### config.mk
export PLATFORM = sky130hd
export DESIGN_NAME = i2c_host_engine
export DESIGN_NICKNAME = d
export VERILOG_FILES = /design/src/rtl/i2c_host_pkg.sv /design/src/rtl/i2c_host_rate.sv /design/src/rtl/i2c_host_sync.sv /design/src/rtl/i2c_host_seq.sv /design/src/rtl/i2c_host_engine.sv
export SDC_FILE = /design/constraint.sdc
export NUM_CORES = 1
export LEC_CHECK = 0
export CORE_ASPECT_RATIO = 1.25
export CORE_MARGIN = 2
export CORE_UTILIZATION = 45
export DETAILED_ROUTE_END_ITERATION = 10
export DONT_BUFFER_PORTS = 1
export PLACE_DENSITY = 0.66
export SETUP_SLACK_MARGIN = 0.05
export SYNTH_ARGS = -nofsm -noshare
export SYNTH_HDL_FRONTEND = slang
export SYNTH_SLANG_ARGS = --single-unit
### constraint.sdc
create_clock -name clk -period 3.75 [get_ports clk]
set_clock_uncertainty 0.05 [all_clocks]
set_input_delay 0.75 -clock clk [delete_from_list [all_inputs] [get_ports clk]]
set_output_delay 0.75 -clock clk [all_outputs]
set_load 0.01 [all_outputs]
### src/rtl/i2c_host_pkg.sv
package i2c_host_pkg;

   typedef enum logic [1:0] {
      OP_START = 2'd0,
      OP_WRITE = 2'd1,
      OP_READ  = 2'd2,
      OP_STOP  = 2'd3
   } op_e;

   typedef enum logic [3:0] {
      ST_NONE    = 4'h0,
      ST_START   = 4'h1,
      ST_AW_ACK  = 4'h2,
      ST_AW_NACK = 4'h3,
      ST_TX_ACK  = 4'h4,
      ST_TX_NACK = 4'h5,
      ST_AR_ACK  = 4'h6,
      ST_AR_NACK = 4'h7,
      ST_RX_ACK  = 4'h8,
      ST_RX_NACK = 4'h9,
      ST_STOP    = 4'hA
   } stat_e;

   typedef enum logic [1:0] {
      PH_IDLE,
      PH_START,
      PH_BIT,
      PH_STOP
   } seq_e;

   // {scl_low, sda_low} for each half period of a start; a fresh start enters at 2
   function automatic logic [1:0] start_lv(input logic [1:0] s);
      case (s)
         2'd0:    start_lv = 2'b10;
         2'd1:    start_lv = 2'b00;
         2'd2:    start_lv = 2'b01;
         default: start_lv = 2'b11;
      endcase
   endfunction

   // {scl_low, sda_low} for each half period of a stop
   function automatic logic [1:0] stop_lv(input logic [1:0] s);
      case (s)
         2'd0:    stop_lv = 2'b11;
         2'd1:    stop_lv = 2'b01;
         default: stop_lv = 2'b00;
      endcase
   endfunction

endpackage

### src/rtl/i2c_host_rate.sv
module i2c_host_rate #(
   parameter int RATE_W   = 8,
   parameter int PSC_W    = 2,
   parameter int PSC_STEP = 2,
   parameter int CNT_W    = 16
) (
   input  logic              clk,
   input  logic              rst_n,
   input  logic              load,
   input  logic              run,
   input  logic [RATE_W-1:0] rate,
   input  logic [PSC_W-1:0]  presc,
   output logic              tick
);
   localparam int BASE_HALF = 8;

   logic [CNT_W-1:0] half_d, half_q, cnt_q;

   // half period = 8 + rate * 2^(PSC_STEP*presc)
   assign half_d = CNT_W'(BASE_HALF) + (CNT_W'(rate) << (PSC_STEP * presc));
   assign tick   = run && (cnt_q == half_q - CNT_W'(1));

   always_ff @(posedge clk or negedge rst_n) begin
      if (!rst_n) begin
         half_q <= CNT_W'(BASE_HALF);
         cnt_q  <= '0;
      end else begin
         if (load) half_q <= half_d;
         if (!run || tick) cnt_q <= '0;
         else              cnt_q <= cnt_q + CNT_W'(1);
      end
   end
endmodule

### src/rtl/i2c_host_sync.sv
module i2c_host_sync #(
   parameter int STAGES = 2
) (
   input  logic clk,
   input  logic rst_n,
   input  logic d,
   output logic q
);
   generate
      if (STAGES == 0) begin : g_thru
         assign q = d;
      end else if (STAGES == 1) begin : g_one
         logic r;
         always_ff @(posedge clk or negedge rst_n) begin
            if (!rst_n) r <= 1'b1;
            else        r <= d;
         end
         assign q = r;
      end else begin : g_chain
         logic [STAGES-1:0] r;
         always_ff @(posedge clk or negedge rst_n) begin
            if (!rst_n) r <= '1;
            else        r <= {r[STAGES-2:0], d};
         end
         assign q = r[STAGES-1];
      end
   endgenerate
endmodule

### src/rtl/i2c_host_seq.sv
module i2c_host_seq
   import i2c_host_pkg::*;
#(
   parameter int DATA_W = 8
) (
   input  logic              clk,
   input  logic              rst_n,
   input  logic              cmd_valid,
   input  logic [1:0]        cmd_op,
   input  logic [DATA_W-1:0] cmd_byte,
   input  logic              cmd_nack,
   input  logic              tick,
   input  logic              sda_s,
   output logic              accept,
   output logic              busy,
   output logic              scl_low,
   output logic              sda_low,
   output logic [3:0]        status,
   output logic [DATA_W-1:0] rx_data
);
   localparam int BIT_W = $clog2(DATA_W + 1);
   localparam logic [BIT_W-1:0] ACK_BIT = BIT_W'(DATA_W);

   seq_e              state;
   logic [1:0]        step;
   logic [BIT_W-1:0]  bit_k;
   logic              high_ph, is_read, nack_q, held, addr_pend, dir_rd;
   logic              scl_q, sda_tgt, sda_q;
   logic [DATA_W-1:0] shreg, rx_q;
   stat_e             stat_q, done_st;
   logic              ack_seen;

   assign busy    = (state != PH_IDLE);
   assign accept  = cmd_valid && !busy && ((cmd_op == OP_START) || held);
   assign scl_low = scl_q;
   assign sda_low = sda_q;
   assign status  = stat_q;
   assign rx_data = rx_q;

   assign ack_seen = !sda_s;

   always_comb begin
      if (is_read)        done_st = nack_q ? ST_RX_NACK : ST_RX_ACK;
      else if (!addr_pend) done_st = ack_seen ? ST_TX_ACK : ST_TX_NACK;
      else if (dir_rd)    done_st = ack_seen ? ST_AR_ACK : ST_AR_NACK;
      else                done_st = ack_seen ? ST_AW_ACK : ST_AW_NACK;
   end

   always_ff @(posedge clk or negedge rst_n) begin
      if (!rst_n) begin
         state     <= PH_IDLE;
         step      <= '0;
         bit_k     <= '0;
         high_ph   <= 1'b0;
         is_read   <= 1'b0;
         nack_q    <= 1'b0;
         held      <= 1'b0;
         addr_pend <= 1'b0;
         dir_rd    <= 1'b0;
         scl_q     <= 1'b0;
         sda_tgt   <= 1'b0;
         sda_q     <= 1'b0;
         shreg     <= '0;
         rx_q      <= '0;
         stat_q    <= ST_NONE;
      end else begin
         // SDA follows its target one clock late, so it never moves on an SCL edge
         sda_q <= sda_tgt;
         case (state)
            PH_IDLE: begin
               if (accept) begin
                  case (cmd_op)
                     OP_START: begin
                        state            <= PH_START;
                        step             <= held ? 2'd0 : 2'd2;
                        {scl_q, sda_tgt} <= start_lv(held ? 2'd0 : 2'd2);
                     end
                     OP_WRITE: begin
                        state   <= PH_BIT;
                        shreg   <= cmd_byte;
                        is_read <= 1'b0;
                        dir_rd  <= cmd_byte[0];
                        bit_k   <= '0;
                        high_ph <= 1'b0;
                        sda_tgt <= !cmd_byte[DATA_W-1];
                     end
                     OP_READ: begin
                        state   <= PH_BIT;
                        is_read <= 1'b1;
                        nack_q  <= cmd_nack;
                        bit_k   <= '0;
                        high_ph <= 1'b0;
                        sda_tgt <= 1'b0;
                     end
                     default: begin
                        state            <= PH_STOP;
                        step             <= 2'd0;
                        {scl_q, sda_tgt} <= stop_lv(2'd0);
                     end
                  endcase
               end
            end
            PH_START: begin
               if (tick) begin
                  if (step == 2'd3) begin
                     state     <= PH_IDLE;
                     held      <= 1'b1;
                     addr_pend <= 1'b1;
                     stat_q    <= ST_START;
                  end else begin
                     step             <= step + 2'd1;
                     {scl_q, sda_tgt} <= start_lv(step + 2'd1);
                  end
               end
            end
            PH_STOP: begin
               if (tick) begin
                  if (step == 2'd2) begin
                     state  <= PH_IDLE;
                     held   <= 1'b0;
                     stat_q <= ST_STOP;
                  end else begin
                     step             <= step + 2'd1;
                     {scl_q, sda_tgt} <= stop_lv(step + 2'd1);
                  end
               end
            end
            default: begin
               if (tick) begin
                  if (!high_ph) begin
                     high_ph <= 1'b1;
                     scl_q   <= 1'b0;
                  end else begin
                     high_ph <= 1'b0;
                     scl_q   <= 1'b1;
                     if (bit_k == ACK_BIT) begin
                        state  <= PH_IDLE;
                        stat_q <= done_st;
                        if (is_read) rx_q <= shreg;
                        else         addr_pend <= 1'b0;
                     end else begin
                        shreg <= {shreg[DATA_W-2:0], is_read ? sda_s : 1'b0};
                        bit_k <= bit_k + BIT_W'(1);
                        if (bit_k == ACK_BIT - BIT_W'(1))
                           sda_tgt <= is_read ? !nack_q : 1'b0;
                        else
                           sda_tgt <= is_read ? 1'b0 : !shreg[DATA_W-2];
                     end
                  end
               end
            end
         endcase
      end
   end
endmodule

### src/rtl/i2c_host_engine.sv
module i2c_host_engine
   import i2c_host_pkg::*;
#(
   parameter int RATE_W      = 8,
   parameter int PSC_W       = 2,
   parameter int PSC_STEP    = 2,
   parameter int CNT_W       = 16,
   parameter int SYNC_STAGES = 2,
   parameter int DATA_W      = 8
) (
   input  logic              clk,
   input  logic              rst_n,
   input  logic [RATE_W-1:0] rate,
   input  logic [PSC_W-1:0]  presc,
   input  logic              cmd_valid,
   input  logic [1:0]        cmd_op,
   input  logic [DATA_W-1:0] cmd_byte,
   input  logic              cmd_nack,
   input  logic              sda_in,
   output logic              scl_oe,
   output logic              sda_oe,
   output logic              busy,
   output logic [3:0]        status,
   output logic [DATA_W-1:0] rx_data
);
   localparam int MAX_SHIFT = PSC_STEP * ((1 << PSC_W) - 1);
   localparam int NEED_W    = RATE_W + MAX_SHIFT + 1;

   generate
      if (CNT_W < NEED_W) begin : g_bad_cnt
         $error("CNT_W too narrow for the largest half period");
      end
      if (DATA_W < 2) begin : g_bad_data
         $error("DATA_W must be at least 2");
      end
      if (SYNC_STAGES < 0 || SYNC_STAGES > 4) begin : g_bad_sync
         $error("SYNC_STAGES must be 0..4");
      end
   endgenerate

   logic tick, accept, sda_s;

   i2c_host_rate #(
      .RATE_W(RATE_W), .PSC_W(PSC_W), .PSC_STEP(PSC_STEP), .CNT_W(CNT_W)
   ) u_rate (
      .clk(clk), .rst_n(rst_n), .load(accept), .run(busy),
      .rate(rate), .presc(presc), .tick(tick)
   );

   i2c_host_sync #(.STAGES(SYNC_STAGES)) u_sync (
      .clk(clk), .rst_n(rst_n), .d(sda_in), .q(sda_s)
   );

   i2c_host_seq #(.DATA_W(DATA_W)) u_seq (
      .clk(clk), .rst_n(rst_n), .cmd_valid(cmd_valid), .cmd_op(cmd_op),
      .cmd_byte(cmd_byte), .cmd_nack(cmd_nack), .tick(tick), .sda_s(sda_s),
      .accept(accept), .busy(busy), .scl_low(scl_oe), .sda_low(sda_oe),
      .status(status), .rx_data(rx_data)
   );
endmodule

-- Word level (Yosys, flattened, before mapping)
Index checks and enable logic that the tools add are counted.
- bits in registers: 71
- latch bits: 0
- RAM bits: 0
- bits in read-only memories: 0
- bits of input ports: 25
- memories: 0
- $add $sub $neg: 5
- $mul: 0
- div/mod/pow operators: 0
- order comparisons: 0
- equal/unequal tests: 26
- shift operators: 1
- mux-type cells: 88
- bitwise logic cells: 4
- reductions and logical operators: 43
- operators by type and width (kind ; number):
    2-to-1 mux 4 bit ; 15
    2-to-1 mux 8 bit ; 5
    2-to-1 mux 1 bit ; 35
    2-to-1 mux 2 bit ; 14
    one-hot mux 2 bit (3 select lines) ; 4
    AND reduction 6 bit ; 4
    inequality test 2 bit (second input constant) ; 10
    adder 16 x 1 -> 16 bit (second input constant) ; 1
    adder 4 x 16 -> 16 bit (first input constant) ; 1
    equality test 16 bit ; 1
    2-to-1 mux 16 bit ; 1
    one-hot mux 8 bit (2 select lines) ; 1
    AND reduction 8 bit ; 2
    left shift 8 x 3 -> 16 bit ; 1
    subtractor 16 x 1 -> 16 bit (second input constant) ; 1
    AND reduction 7 bit ; 2
    nonzero test 2 bit ; 7
    equality test 2 bit (second input constant) ; 6
    one-hot mux 2 bit (2 select lines) ; 3
    one-hot mux 4 bit (3 select lines) ; 1
    one-hot mux 1 bit (2 select lines) ; 5
    AND reduction 5 bit ; 2
    one-hot mux 1 bit (3 select lines) ; 3
    AND reduction 3 bit ; 3
    18 further kinds ; 39

-- Depth between registers and ports, before layout
Gate-level depths: netlist of run 1.
- depth in word-level cells: 8
- gate-level depth with buffers: 10
- depth with buffers taken out: 9

-- Cells and area by module
Synthesis of run 1 repeated with hierarchy kept, for this count alone.
- cell total of the unflattened synthesis: 460
- area, all modules: 4624.4 µm²
- modules (own cells, without submodules) (module ; times used ; cells each ; area an instance (µm²) ; seq. area each (µm²)):
    i2c_host_rate ; 1 ; 257 ; 2339.7 ; 777.0
    i2c_host_seq ; 1 ; 201 ; 2232.1 ; 925.9
    i2c_host_sync ; 1 ; 2 ; 52.6 ; 52.6

-- Worst setup path before layout of run 1
Ideal clock, no wire load.
- path type: reg-to-reg
- from: register u_rate.half_q[0]
- to: register u_seq.sda_tgt
- arrival time: 3.102 ns
- data required time: 3.575 ns
- path slack: 0.474 ns
- stages on the path, launching flop included: 11
- clock period less this slack: 3.276 ns
- path through: dfrtp_1 inv_1 ha_1 or4b_4 o21a_1 or3_4 a2111oi_2 nand3_1 clkbuf_1 a221oi_1 mux2_2
- word-level cells in the longest chain between the ends: 5
- elaborated cells between the ends (all ways): 7
- classes of those cells: add/sub (1); eq/ne (3); reduce/logical (3)
- ends and longest elaborated chain (what ; line ; RTL):
    start: declaration ; i2c_host_rate.sv:17 ; logic [CNT_W-1:0] half_d, half_q, cnt_q;
    start signal: assignment ; i2c_host_rate.sv:25 ; half_q <= CNT_W'(BASE_HALF);
    start signal: assignment ; i2c_host_rate.sv:28 ; if (load) half_q <= half_d;
    subtractor 16 x 1 -> 16 bit (*) ; i2c_host_rate.sv:21 ; assign tick = run && (cnt_q == half_q - CNT_W'(1));
    equality test 16 bit (*) ; i2c_host_rate.sv:21 ;
    logical AND 1 bit (*) ; i2c_host_rate.sv:21 ;
    inequality test 2 bit (no line) or nonzero test 2 bit (tied branches) ; -- ;
    AND reduction 8 bit (no line) (*) ; -- ;
    end signal: assignment ; i2c_host_seq.sv:76 ; {scl_q, sda_tgt} <= start_lv(held ? 2'd0 : 2'd2);
    end signal: assignment ; i2c_host_seq.sv:85 ; sda_tgt <= !cmd_byte[DATA_W-1];
    end signal: assignment ; i2c_host_seq.sv:98 ; {scl_q, sda_tgt} <= stop_lv(2'd0);
    end: declaration ; i2c_host_seq.sv:28 ; logic scl_q, sda_tgt, sda_q;
Mark *: on every way between the ends. The rest lies on a longest branch, timed or not.
A chain may end at the register's enable or synchronous reset.

-- Final worst setup path of run 1
Same ends and word-level chain as after synthesis.

==> results of run 1 <==
[flip-flops by register name (all words and copies together), names as in the netlist, 2 cells and up]
register / cells
u_seq.step: 2
u_seq.shreg: 8
u_rate.cnt_q: 16
u_seq.bit_k: 4
u_sync.g_chain.r: 2
u_seq.rx_data: 8
u_seq.state: 2
u_rate.half_q: 15
u_seq.status: 4
[per-layer routing]
layer  up-vias  share of wire  track usage
met1      1582           0.44        0.250
met4         0          0.016       0.0747
met2        85           0.48        0.313
met3        15          0.061       0.0621
li1       1578              -            -
met5         -              0            0
[critical path, cell delays in order (launching register included)]
cell                        delay [ps]
sky130_fd_sc_hd__dfrtp_1           430
sky130_fd_sc_hd__inv_1             100
sky130_fd_sc_hd__ha_1              240
sky130_fd_sc_hd__or4b_4            510
sky130_fd_sc_hd__a2111oi_0         410
sky130_fd_sc_hd__o21ai_0           200
sky130_fd_sc_hd__a2111oi_2         320
sky130_fd_sc_hd__nand3_1           170
sky130_fd_sc_hd__buf_4             240
sky130_fd_sc_hd__a221oi_1          310
sky130_fd_sc_hd__mux2_2            370
[power by group through the flow]
stage | combinational [mW] | sequential, mW | clock (mW)
2_1_floorplan | 0.676 | 1.08 | 0
3_3_place_gp | 0.786 | 1.14 | 0
3_5_place_dp | 0.811 | 1.15 | 0
4_1_cts | 0.814 | 1.14 | 0.989
5_1_grt | 0.922 | 1.17 | 1.02
6_report | 0.817 | 1.14 | 0.973
[synthesized netlist by cell type (all sizes together) (4+ instances only)]
cell and n:
nor3 11, nor2b 4, a21oi 11, inv 15, dfrtp 67, xnor2 17
nor2 38, or3 5, xor2 19, nand2 55, ha 17, mux2i 9
and2 4, o21ai 26, mux2 37, clkbuf 13, o31ai 4, and3 8
nand4 4, nand3 25
[worst paths after layout]
| path | from | endpoint | slack, ps | depth (start not counted) |
|---|---|---|---|---|
| min in group clk | u_sync.g_chain.r[0] | u_sync.g_chain.r[1] | 300 | 0 |
| min | rst_n | u_rate.cnt_q[12] | 60 | 0 |
| min reg2reg | u_sync.g_chain.r[0] | u_sync.g_chain.r[1] | 300 | 0 |
| max in group asynchronous | rst_n | u_sync.g_chain.r[1] | 3370 | 0 |
| max reg2reg | u_rate.half_q[0] | u_seq.sda_tgt | 270 | 10 |
| max | u_rate.half_q[0] | u_seq.sda_tgt | 270 | 10 |
[cells by family after synthesis]
logic type / share of synthesized area
AO/OA/AOI/OAI: 0.109
adder cells (fa/ha/maj): 0.0493
buffers and inverters: 0.0305
XOR/XNOR: 0.0731
flip-flops: 0.407
multiplexers: 0.135
AND/OR/NAND/NOR: 0.196
[through the flow]
step | total power, mW | hold slack, ps | area (µm²) | worst slack (ps)
floorplan | 1.75 | 295 | 4310 | 474
CTS | 2.94 | 48.2 | 4780 | 146
global route | 3.12 | 38.8 | 4790 | 91.3
detailed placement | 1.96 | 298 | 4440 | 166
finish | 2.93 | 58.6 | 4790 | 274
global placement | 1.93 | 296 | 4440 | 305
[final cells by class]
class | count | area share
inverters | 15 | 0.0117
well taps | 123 | 0.0321
clock buffers | 12 | 0.0514
multi-input cells | 345 | 0.509
repair buffers | 6 | 0.00940
flip-flops and latches | 70 | 0.366
clock inverters | 4 | 0.0198
==> run metrics, run 1 <==
status finished clean; Max Fanout on Critical Path 13; Detailed Route Iter0 Violations 252; fin util 0.520; cts repair resizes 0; residual DRC count 0; top achievable clock speed 288 MHz; Final Cycle Share 0.927; Core Area 9220 µm²; flop and latch count out of synthesis 70; postcts setup bufs 0; share of total power in sequential cells 0.390; Final Non-Filler Cells 575; number of I/O pins 40; Synth Net Count 488; mean instance size in the synthesized netlist 9.67 µm²; number of clock sinks 70; CTS HTree Levels 3; routed vias/inst 5.67; Overall Global Routing Usage 0.196; Critical Path Start Type register; drt first pass iters 4; number of buffers inserted during clock tree synthesis 9; clock buffer depth 2; MaxCap Viol Count 0; NetSw 929 µW; average detailed-routed wire length per instance 16.6 µm; Clock Power Share 0.332; # diodes 0; final routed wirelength across all metal layers 9550 µm; initial core utilization 0.468; GPL Wtd Cong 0.952; data required time at the worst endpoint 3920 ps; Logic pwr share 0.279; headroom to the max-slew limit 0.628; number of cell rows 39; Least-Margin Pin Slew 556 ps; proportion of netlist area held by the largest area contributor 0.389; Port-buffer cells 0; number of standard cells after synthesis 446; Clk Latency, worst-skew pair 330 ps; via total after detailed routing 3,260; count of hold-fix buffers inserted at cts 0; vias in the first global route 3,248; final setup TNS 0 ps; Die Outline Area 10,400 µm²; antenna violations before repair 0; switching power as a share of total power 0.317; total area of multi-input combinational cells 2440 µm²; Worst EP arrival 3640 ps; most area-consuming cells after synthesis sky130_fd_sc_hd__dfrtp_1 (39%), sky130_fd_sc_hd__mux2_2 (7.6%), sky130_fd_sc_hd__ha_1 (4.9%), sky130_fd_sc_hd__nand2_1 (4.8%), sky130_fd_sc_hd__xor2_1 (3.9%); dominant cell type by area after synthesis sky130_fd_sc_hd__dfrtp_1; chip width 91.6 µm; TritonCTS clock tree built; share of flip-flops with an asynchronous set or reset 1.00; Filler Cells Inserted 868; Post-DP HPWL 6980 µm; number of hold violations in the final report 0; path category of the worst min-delay check in -> async; Layout Area Growth over Synthesis 11.1%; maximum number of pins on one net before global-route repair 71; dpl cells 559; vertical extent of the die 113 µm; sequential fraction of the synthesis area 0.407; IR Drop Worst-Case VDD 356 µV; internal power contribution 2.00 mW; number of enable-type register cells in the synthesized netlist 0; Pwr per Cell Area 612 nW/µm²; final number of max-transition violations 0; share of cells above drive strength 1 0.159; clock tree root driver cell sky130_fd_sc_hd__clkbuf_16; total grt overflow 0; global-route wire length before repair 16,000 µm; Primary FF master, synth sky130_fd_sc_hd__dfrtp_1; unrepaired setup endpoints after global routing false; Netlist cell types 57; most common cell after layout, fill and taps aside sky130_fd_sc_hd__dfrtp_1; minimum clock period 3480 ps; antenna-violating nets left 0; number of nets in the layout 489; leading cell types in the layout, fill and taps excluded sky130_fd_sc_hd__dfrtp_1 (67), sky130_fd_sc_hd__nand2_1 (55), sky130_fd_sc_hd__nor2_1 (38), sky130_fd_sc_hd__mux2_2 (29), sky130_fd_sc_hd__o21ai_0 (26); clock slew seen by the registers of the worst setup and hold paths 60 ps; CP Class reg -> reg; Static Leak 2.18 nW; synth warn 0; Setup-failing EPs final 0; sort of element at the end of the critical path register; Post-Syn Area 4310 µm²; sequential cell area 1760 µm²
(Power assumes the default switching activity.)
==> run 2, diff against run 1 <==
- ABC_AREA: default -> 1
==> run metrics, run 2 <==
synthesized-area fraction occupied by and/or/nand/nor cells 0.342 (+0.146); IR Drop Worst-Case VDD 305 µV (-14%); TritonCTS clock tree built; Die Outline Area 11,200 µm² (+7.8%); worst hold margin 71.7 ps (+13.1 ps); top achievable clock speed 332 MHz (+15%); data required time at the worst endpoint 2950 ps (-970 ps); Largest register FFs 16 (unchanged); leading cell types in the layout, fill and taps excluded sky130_fd_sc_hd__nand2_1 (188), sky130_fd_sc_hd__inv_1 (80), sky130_fd_sc_hd__nor2_1 (72), sky130_fd_sc_hd__dfrtp_1 (67), sky130_fd_sc_hd__o21ai_0 (51); share of cells above drive strength 1 0.0979 (-0.0614); antenna violations before repair 0 (unchanged); Netlist cell types 47 (-18%); Setup-failing EPs final 0 (unchanged); Filler Cells Inserted 980 (+13%); fin util 0.503 (-0.0167); dominant cell type by area after synthesis sky130_fd_sc_hd__dfrtp_1; residual DRC count 0 (unchanged); number of hold violations in the final report 0 (unchanged); vias in the first global route 3,930 (+21%); CP Class reg -> out; routed vias/inst 5.18 (-8.6%); Overall Global Routing Usage 0.212 (+0.0159); via total after detailed routing 4,056 (+24%); most area-consuming cells after synthesis sky130_fd_sc_hd__dfrtp_1 (36%), sky130_fd_sc_hd__nand2_1 (15%), sky130_fd_sc_hd__inv_1 (6.4%), sky130_fd_sc_hd__nor2_1 (5.8%), sky130_fd_sc_hd__o21ai_0 (5.5%); # diodes 0 (unchanged); flop and latch count out of synthesis 70 (unchanged); most crowded layer after global routing met2; count of hold-fix buffers inserted at cts 0 (unchanged); final routed wirelength across all metal layers 11,000 µm (+16%); sequential fraction of the synthesis area 0.377 (-0.0305); CTS HTree Levels 3 (unchanged); largest family of logic cells by synthesized area simple AND/OR/NAND/NOR gates; post-synthesis adder-cell area fraction 0.0456 (-0.00369); Worst EP arrival 2210 ps (-1430 ps); most common cell after layout, fill and taps aside sky130_fd_sc_hd__nand2_1; Detailed Route Iter0 Violations 243 (-3.6%); most numerous cell types in the synthesized netlist sky130_fd_sc_hd__nand2_1 (188), sky130_fd_sc_hd__inv_1 (80), sky130_fd_sc_hd__nor2_1 (72); unrepaired setup endpoints after global routing false; Final Cycle Share 0.803 (-0.124); most used standard cell by instance count after synthesis sky130_fd_sc_hd__nand2_1; number of I/O pins 40 (unchanged); GPL Wtd Cong 0.924 (-3.0%); Post-Syn Area 4660 µm² (+8.1%); minimum clock period 3010 ps (-463 ps); antenna-violating nets left 0 (unchanged); share of flip-flops with an asynchronous set or reset 1.00 (unchanged); cts repair resizes 0 (unchanged); chip width 95.0 µm (+3.8%); mean instance size in the synthesized netlist 7.19 µm² (-26%); initial core utilization 0.461 (-0.00633); Synth Net Count 690 (+41%); postcts setup bufs 0 (unchanged); standard cell with the maximum stage delay on the critical path sky130_fd_sc_hd__dfrtp_1; Core Area 10,100 µm² (+9.6%); clock tree root driver cell sky130_fd_sc_hd__clkbuf_16; sort of element at the end of the critical path output port; number of cells on the worst reg-to-reg path 8 (-2); global-route wire length before repair 18,600 µm (+16%); total grt overflow 0 (unchanged); vertical extent of the die 118 µm (+3.8%); maximum number of pins on one net before global-route repair 71 (unchanged); number of cell rows 41 (+5.1%); number of nets in the layout 691 (+41%); final number of max-transition violations 0 (unchanged); number of clock sinks 70 (unchanged); path category of the worst min-delay check in -> async; Primary FF master, synth sky130_fd_sc_hd__dfrtp_1; MaxCap Viol Count 0 (unchanged); Area after DPL 4780 µm² (+7.8%); Static Leak 2.53 nW (+16%); Max Fanout on Critical Path 29 (+16); Most flops, register u_rate.cnt_q; Clk Latency, worst-skew pair 330 ps (about the same); met3 GRT Util 0.0391 (-0.0230); Port-buffer cells 0 (unchanged); GR met1 Demand/Resource 0.257 (+0.00704); number of standard cells after synthesis 648 (+45%); grt met2 use 0.368 (+0.0552); drt first pass iters 5 (+1); proportion of netlist area held by the largest area contributor 0.360 (-0.0291); synthesized-area fraction occupied by xor and xnor cells 0.0338 (-0.0393); clock slew seen by the registers of the worst setup and hold paths 60 ps (about the same); number of enable-type register cells in the synthesized netlist 0 (unchanged); multiplexer share of the synthesized area 0.00242 (-0.132); Least-Margin Pin Slew 700 ps (+144 ps); Post-DP HPWL 8630 µm (+24%); synth warn 0 (unchanged); Layout Area Growth over Synthesis 9.04%; slowest stage delay, CP 550 ps (+40 ps); Critical Path Start Type register; number of buffers inserted during clock tree synthesis 9 (unchanged); Pwr per Cell Area 729 nW/µm² (+19%); average detailed-routed wire length per instance 14.1 µm (-15%); area fraction in compound gates after synthesis 0.119 (+0.0101); Tot Pwr 3.71 mW (+26%); status finished clean; final setup TNS 0 ps (unchanged); headroom to the max-slew limit 0.529 (-0.0991); cell repeated most along the worst path sky130_fd_sc_hd__inv_1; CP Cell Sequence inv_1, ha_1, inv_1, buf_4; area of all placed cells without fillers 5080 µm² (+6.1%); clock buffer depth 2 (unchanged); Top Registers u_rate.cnt_q: 16 flops, u_rate.half_q: 15 flops
run 2: changes by cell type after synthesis, moves of 11 or more:
cell / change
sky130_fd_sc_hd__o21ai_0: +25
sky130_fd_sc_hd__xnor2_1: -11
sky130_fd_sc_hd__nand2_1: +133
sky130_fd_sc_hd__inv_1: +65
sky130_fd_sc_hd__nand2_2: +14
sky130_fd_sc_hd__mux2_2: -28
sky130_fd_sc_hd__nor2_1: +34
run 2: per-stage QoR:
| step | cells | setup slack (ps) |
|---|---|---|
| after floorplan | 648 | 1320 |
| after global placement | 767 | 1020 |
| after detailed placement | 767 | 1030 |
| after CTS | 783 | 739 |
| after global routing | 783 | 650 |
| final | 783 | 737 |
run 2: report_power, final:
group	internal, mW	switching (mW)
combinational	0.565	1.15
sequential	0.949	0.205
clock	0.532	0.309
total	2.05	1.66
run 2: worst paths after layout:
| path | start | to | slack (ps) |
|---|---|---|---|
| max | u_seq.state[0] | busy | 740 |
| min | rst_n | u_seq.step[0] | 70 |
| max reg2reg | u_seq.state[0] | u_seq.bit_k[3] | 1010 |
| min reg2reg | u_sync.g_chain.r[0] | u_sync.g_chain.r[1] | 310 |
| max in group asynchronous | rst_n | u_sync.g_chain.r[0] | 3360 |
| min in group clk | u_sync.g_chain.r[0] | u_sync.g_chain.r[1] | 310 |
run 2: final cells by class:
| class | instances | area (µm²) | share of cell area |
|---|---|---|---|
| tap | 129 | 161 | 0.0317 |
| inverter | 83 | 312 | 0.0613 |
| clock inverter | 5 | 58.8 | 0.0116 |
| clock buffer | 11 | 243 | 0.0477 |
| sequential | 70 | 1760 | 0.345 |
| multi-input combinational | 482 | 2530 | 0.498 |
| timing repair buffer | 3 | 22.5 | 0.00443 |
run 2: per-layer routing:
metal,wire [µm],vias up
li1,-,2073
met1,4660,1913
met2,5830,58
met3,354,12
met4,186,0
met5,0,-
run 2: logic make-up (layout without fill, tap and decap cells):
family,after synthesis,after routing
and+or+nand+nor,351,351
DFF,70,70
muxes,1,1
buffers and inverters,96,102
xor gates and xnor gates,18,18
adders and majority gates,17,17
AOI/OAI and AO/OA,95,95
run 2: critical path, delay by kind of cell, from the launching register on:
| family | cells | cell delay (ps) |
|---|---|---|
| adders and majority gates | 1 | 320 |
| DFF | 1 | 550 |
| buffers and inverters | 3 | 1020 |
==> run 3, diff against run 2 <==
- clock period: 3.75 -> 2.9 ns (I/O delays scaled with it)
==> run metrics, run 3 (synthesized netlist as in run 2, its figures left out) <==
switching power as a share of total power 0.450 (+0.00224); initial core utilization 0.461 (unchanged); total grt overflow 0 (unchanged); number of hold violations in the final report 0 (unchanged); standard cell with the maximum stage delay on the critical path sky130_fd_sc_hd__dfrtp_1; CP Class reg -> reg; clock tree root driver cell sky130_fd_sc_hd__clkbuf_16; drt first pass iters 5 (unchanged); internal power contribution 2.68 mW (+31%); number of buffers inserted during clock tree synthesis 9 (unchanged); Filler Cells Inserted 996 (+1.6%); Layout Area Growth over Synthesis 10.3%; Detailed Route Iter0 Violations 286 (+18%); R2R Path End u_seq.shreg[0]; antenna violations before repair 0 (unchanged); final number of max-transition violations 0 (unchanged); count of hold-fix buffers inserted at cts 1 (+1); # diodes 0 (unchanged); Worst EP arrival 2730 ps (+520 ps); Final WS setup 333 ps (-404 ps); cell repeated most along the worst path sky130_fd_sc_hd__nand2_2; worst reg2reg path startpoint u_rate.half_q[0]; Max Fanout on Critical Path 25 (-14%); maximum number of pins on one net before global-route repair 68 (-4.2%); Largest register FFs 16 (unchanged); leading cell types in the layout, fill and taps excluded sky130_fd_sc_hd__nand2_1 (188), sky130_fd_sc_hd__inv_1 (80), sky130_fd_sc_hd__nor2_1 (72), sky130_fd_sc_hd__dfrtp_1 (67), sky130_fd_sc_hd__o21ai_0 (51); number of cells on the worst reg-to-reg path 13 (+5); GPL Wtd Cong 0.930 (+0.62%); global-route wire length before repair 18,600 µm (+0.33%); vias in the first global route 4,074 (+3.7%); Clk Latency, worst-skew pair 340 ps (about the same); Post-DP HPWL 8420 µm (-2.4%); average detailed-routed wire length per instance 14.0 µm (-0.28%); most common cell after layout, fill and taps aside sky130_fd_sc_hd__nand2_1; Worst R2R Setup Slack 330 ps (-680 ps); via total after detailed routing 4,074 (+0.44%); unrepaired setup endpoints after global routing false; Final Cycle Share 0.885; Top Registers u_rate.cnt_q: 16 flops, u_rate.half_q: 15 flops; worst-case setup slack after placement 340 ps (-687 ps); share of total power in sequential cells 0.305 (-0.006); cts repair resizes 0 (unchanged); clock slew seen by the registers of the worst setup and hold paths 60 ps (about the same); Logic pwr share 0.465 (+0.003); total area of multi-input combinational cells 2530 µm² (unchanged); number of I/O pins 40 (unchanged); chip width 95.0 µm (unchanged); number of clock sinks 70 (unchanged); data required time at the worst endpoint 3060 ps (+110 ps); number of cell rows 41 (unchanged); sequential cell area 1760 µm² (unchanged); postcts setup bufs 0 (unchanged); Die Outline Area 11,200 µm² (unchanged); antenna-violating nets left 0 (unchanged); share of cells above drive strength 1 0.105 (+0.00700); Clock Power Share 0.230 (+0.003); CP Cell Sequence inv_1, ha_1, nand2_2, nor2_4, nand2_2, xor2_1, nand2_2, nor2_8, nand2_4, nand2_8, nand3_4, nand2_1, o21ai_2; headroom to the max-slew limit 0.617 (+0.0882); Static Leak 2.57 nW (+1.4%); Core Area 10,100 µm² (unchanged); status finished clean; Setup-failing EPs final 0 (unchanged); top achievable clock speed 390 MHz; minimum clock period 2570 ps; Overall Global Routing Usage 0.212 (+0.000386); MaxCap Viol Count 0 (unchanged); sort of element at the end of the critical path register; Port-buffer cells 0 (unchanged); CTS HTree Levels 3 (unchanged); number of nets in the layout 695 (+0.58%); TritonCTS clock tree built; Least-Margin Pin Slew 560 ps (-140 ps); Critical Path Start Type register; vertical extent of the die 118 µm (unchanged); slowest stage delay, CP 400 ps (-150 ps); final setup TNS 0 ps (unchanged); Most flops, register u_rate.cnt_q; Critical path origin u_rate.half_q[0]; path category of the worst min-delay check in -> async; clock buffer depth 2 (unchanged); Pwr per Cell Area 948 nW/µm² (+30%); NetSw 2.19 mW (+32%); routed vias/inst 5.18 (about the same); IR Drop Worst-Case VDD 527 µV (+73%); residual DRC count 0 (unchanged); final routed wirelength across all metal layers 11,100 µm (+0.23%)
==> run 3: cell count changes in the layout (fill, tap and decap cells not counted), sizes merged <==
cell / change
clkinvlp: -1
buf: +4
clkbuf: -1
inv: +2
==> run 3: final cells by class <==
class	instances	share of cell area
clock buffer	10	0.0465
clock inverter	6	0.0134
timing repair buffer	7	0.0141
tap	129	0.0314
inverter	83	0.0606
multi-input combinational	482	0.492
sequential	70	0.342
==> run 3: how the worst max path moves through the flow <==
stage | endpoint | slack, ps | depth (start not counted)
floorplan | busy | 640 | 5
global placement | u_seq.shreg[0] | 450 | 13
detailed placement | u_seq.shreg[0] | 340 | 13
CTS | u_seq.shreg[0] | 310 | 13
global route | u_seq.status[0] | 80 | 13
finish | u_seq.shreg[0] | 330 | 13
==> run 3: power groups by stage <==
stage / Combinational [mW] / Sequential, mW / Clock, mW
3_5_place_dp: 2.23 / 1.50 / 0
5_1_grt: 2.59 / 1.52 / 1.18
2_1_floorplan: 1.82 / 1.42 / 0
3_3_place_gp: 2.18 / 1.49 / 0
6_report: 2.27 / 1.49 / 1.12
4_1_cts: 2.27 / 1.48 / 1.14
==> run 3: layer usage <==
metal / up-vias / track usage / wire length, µm
met4: 0 / 0.0978 / 332
met1: 1891 / 0.254 / 4660
met3: 26 / 0.0416 / 407
met5: - / 0 / 0
li1: 2079 / - / -
met2: 78 / 0.361 / 5660
==> run 3: worst max-delay path, delay by kind of cell (launching register included) <==
kind | cells | cell delay, ps
flip-flops | 1 | 400
XOR/XNOR | 1 | 260
AND/OR/NAND/NOR | 9 | 1300
buffers and inverters | 1 | 110
AO/OA/AOI/OAI | 1 | 60
adder cells (fa/ha/maj) | 1 | 260
==> run 3: stage by stage <==
| step | cell area [µm²] | instances | util | total power [mW] | hold WS [ps] |
|---|---|---|---|---|---|
| finish | 5140 | 787 | 0.509 | 4.87 | 31.1 |
| CTS | 5140 | 787 | 0.509 | 4.90 | 22.0 |
| global placement | 4800 | 770 | 0.475 | 3.68 | 237 |
| detailed placement | 4800 | 770 | 0.475 | 3.74 | 236 |
| floorplan | 4660 | 648 | - | 3.24 | 234 |
| global route | 5140 | 787 | 0.509 | 5.29 | 19.1 |
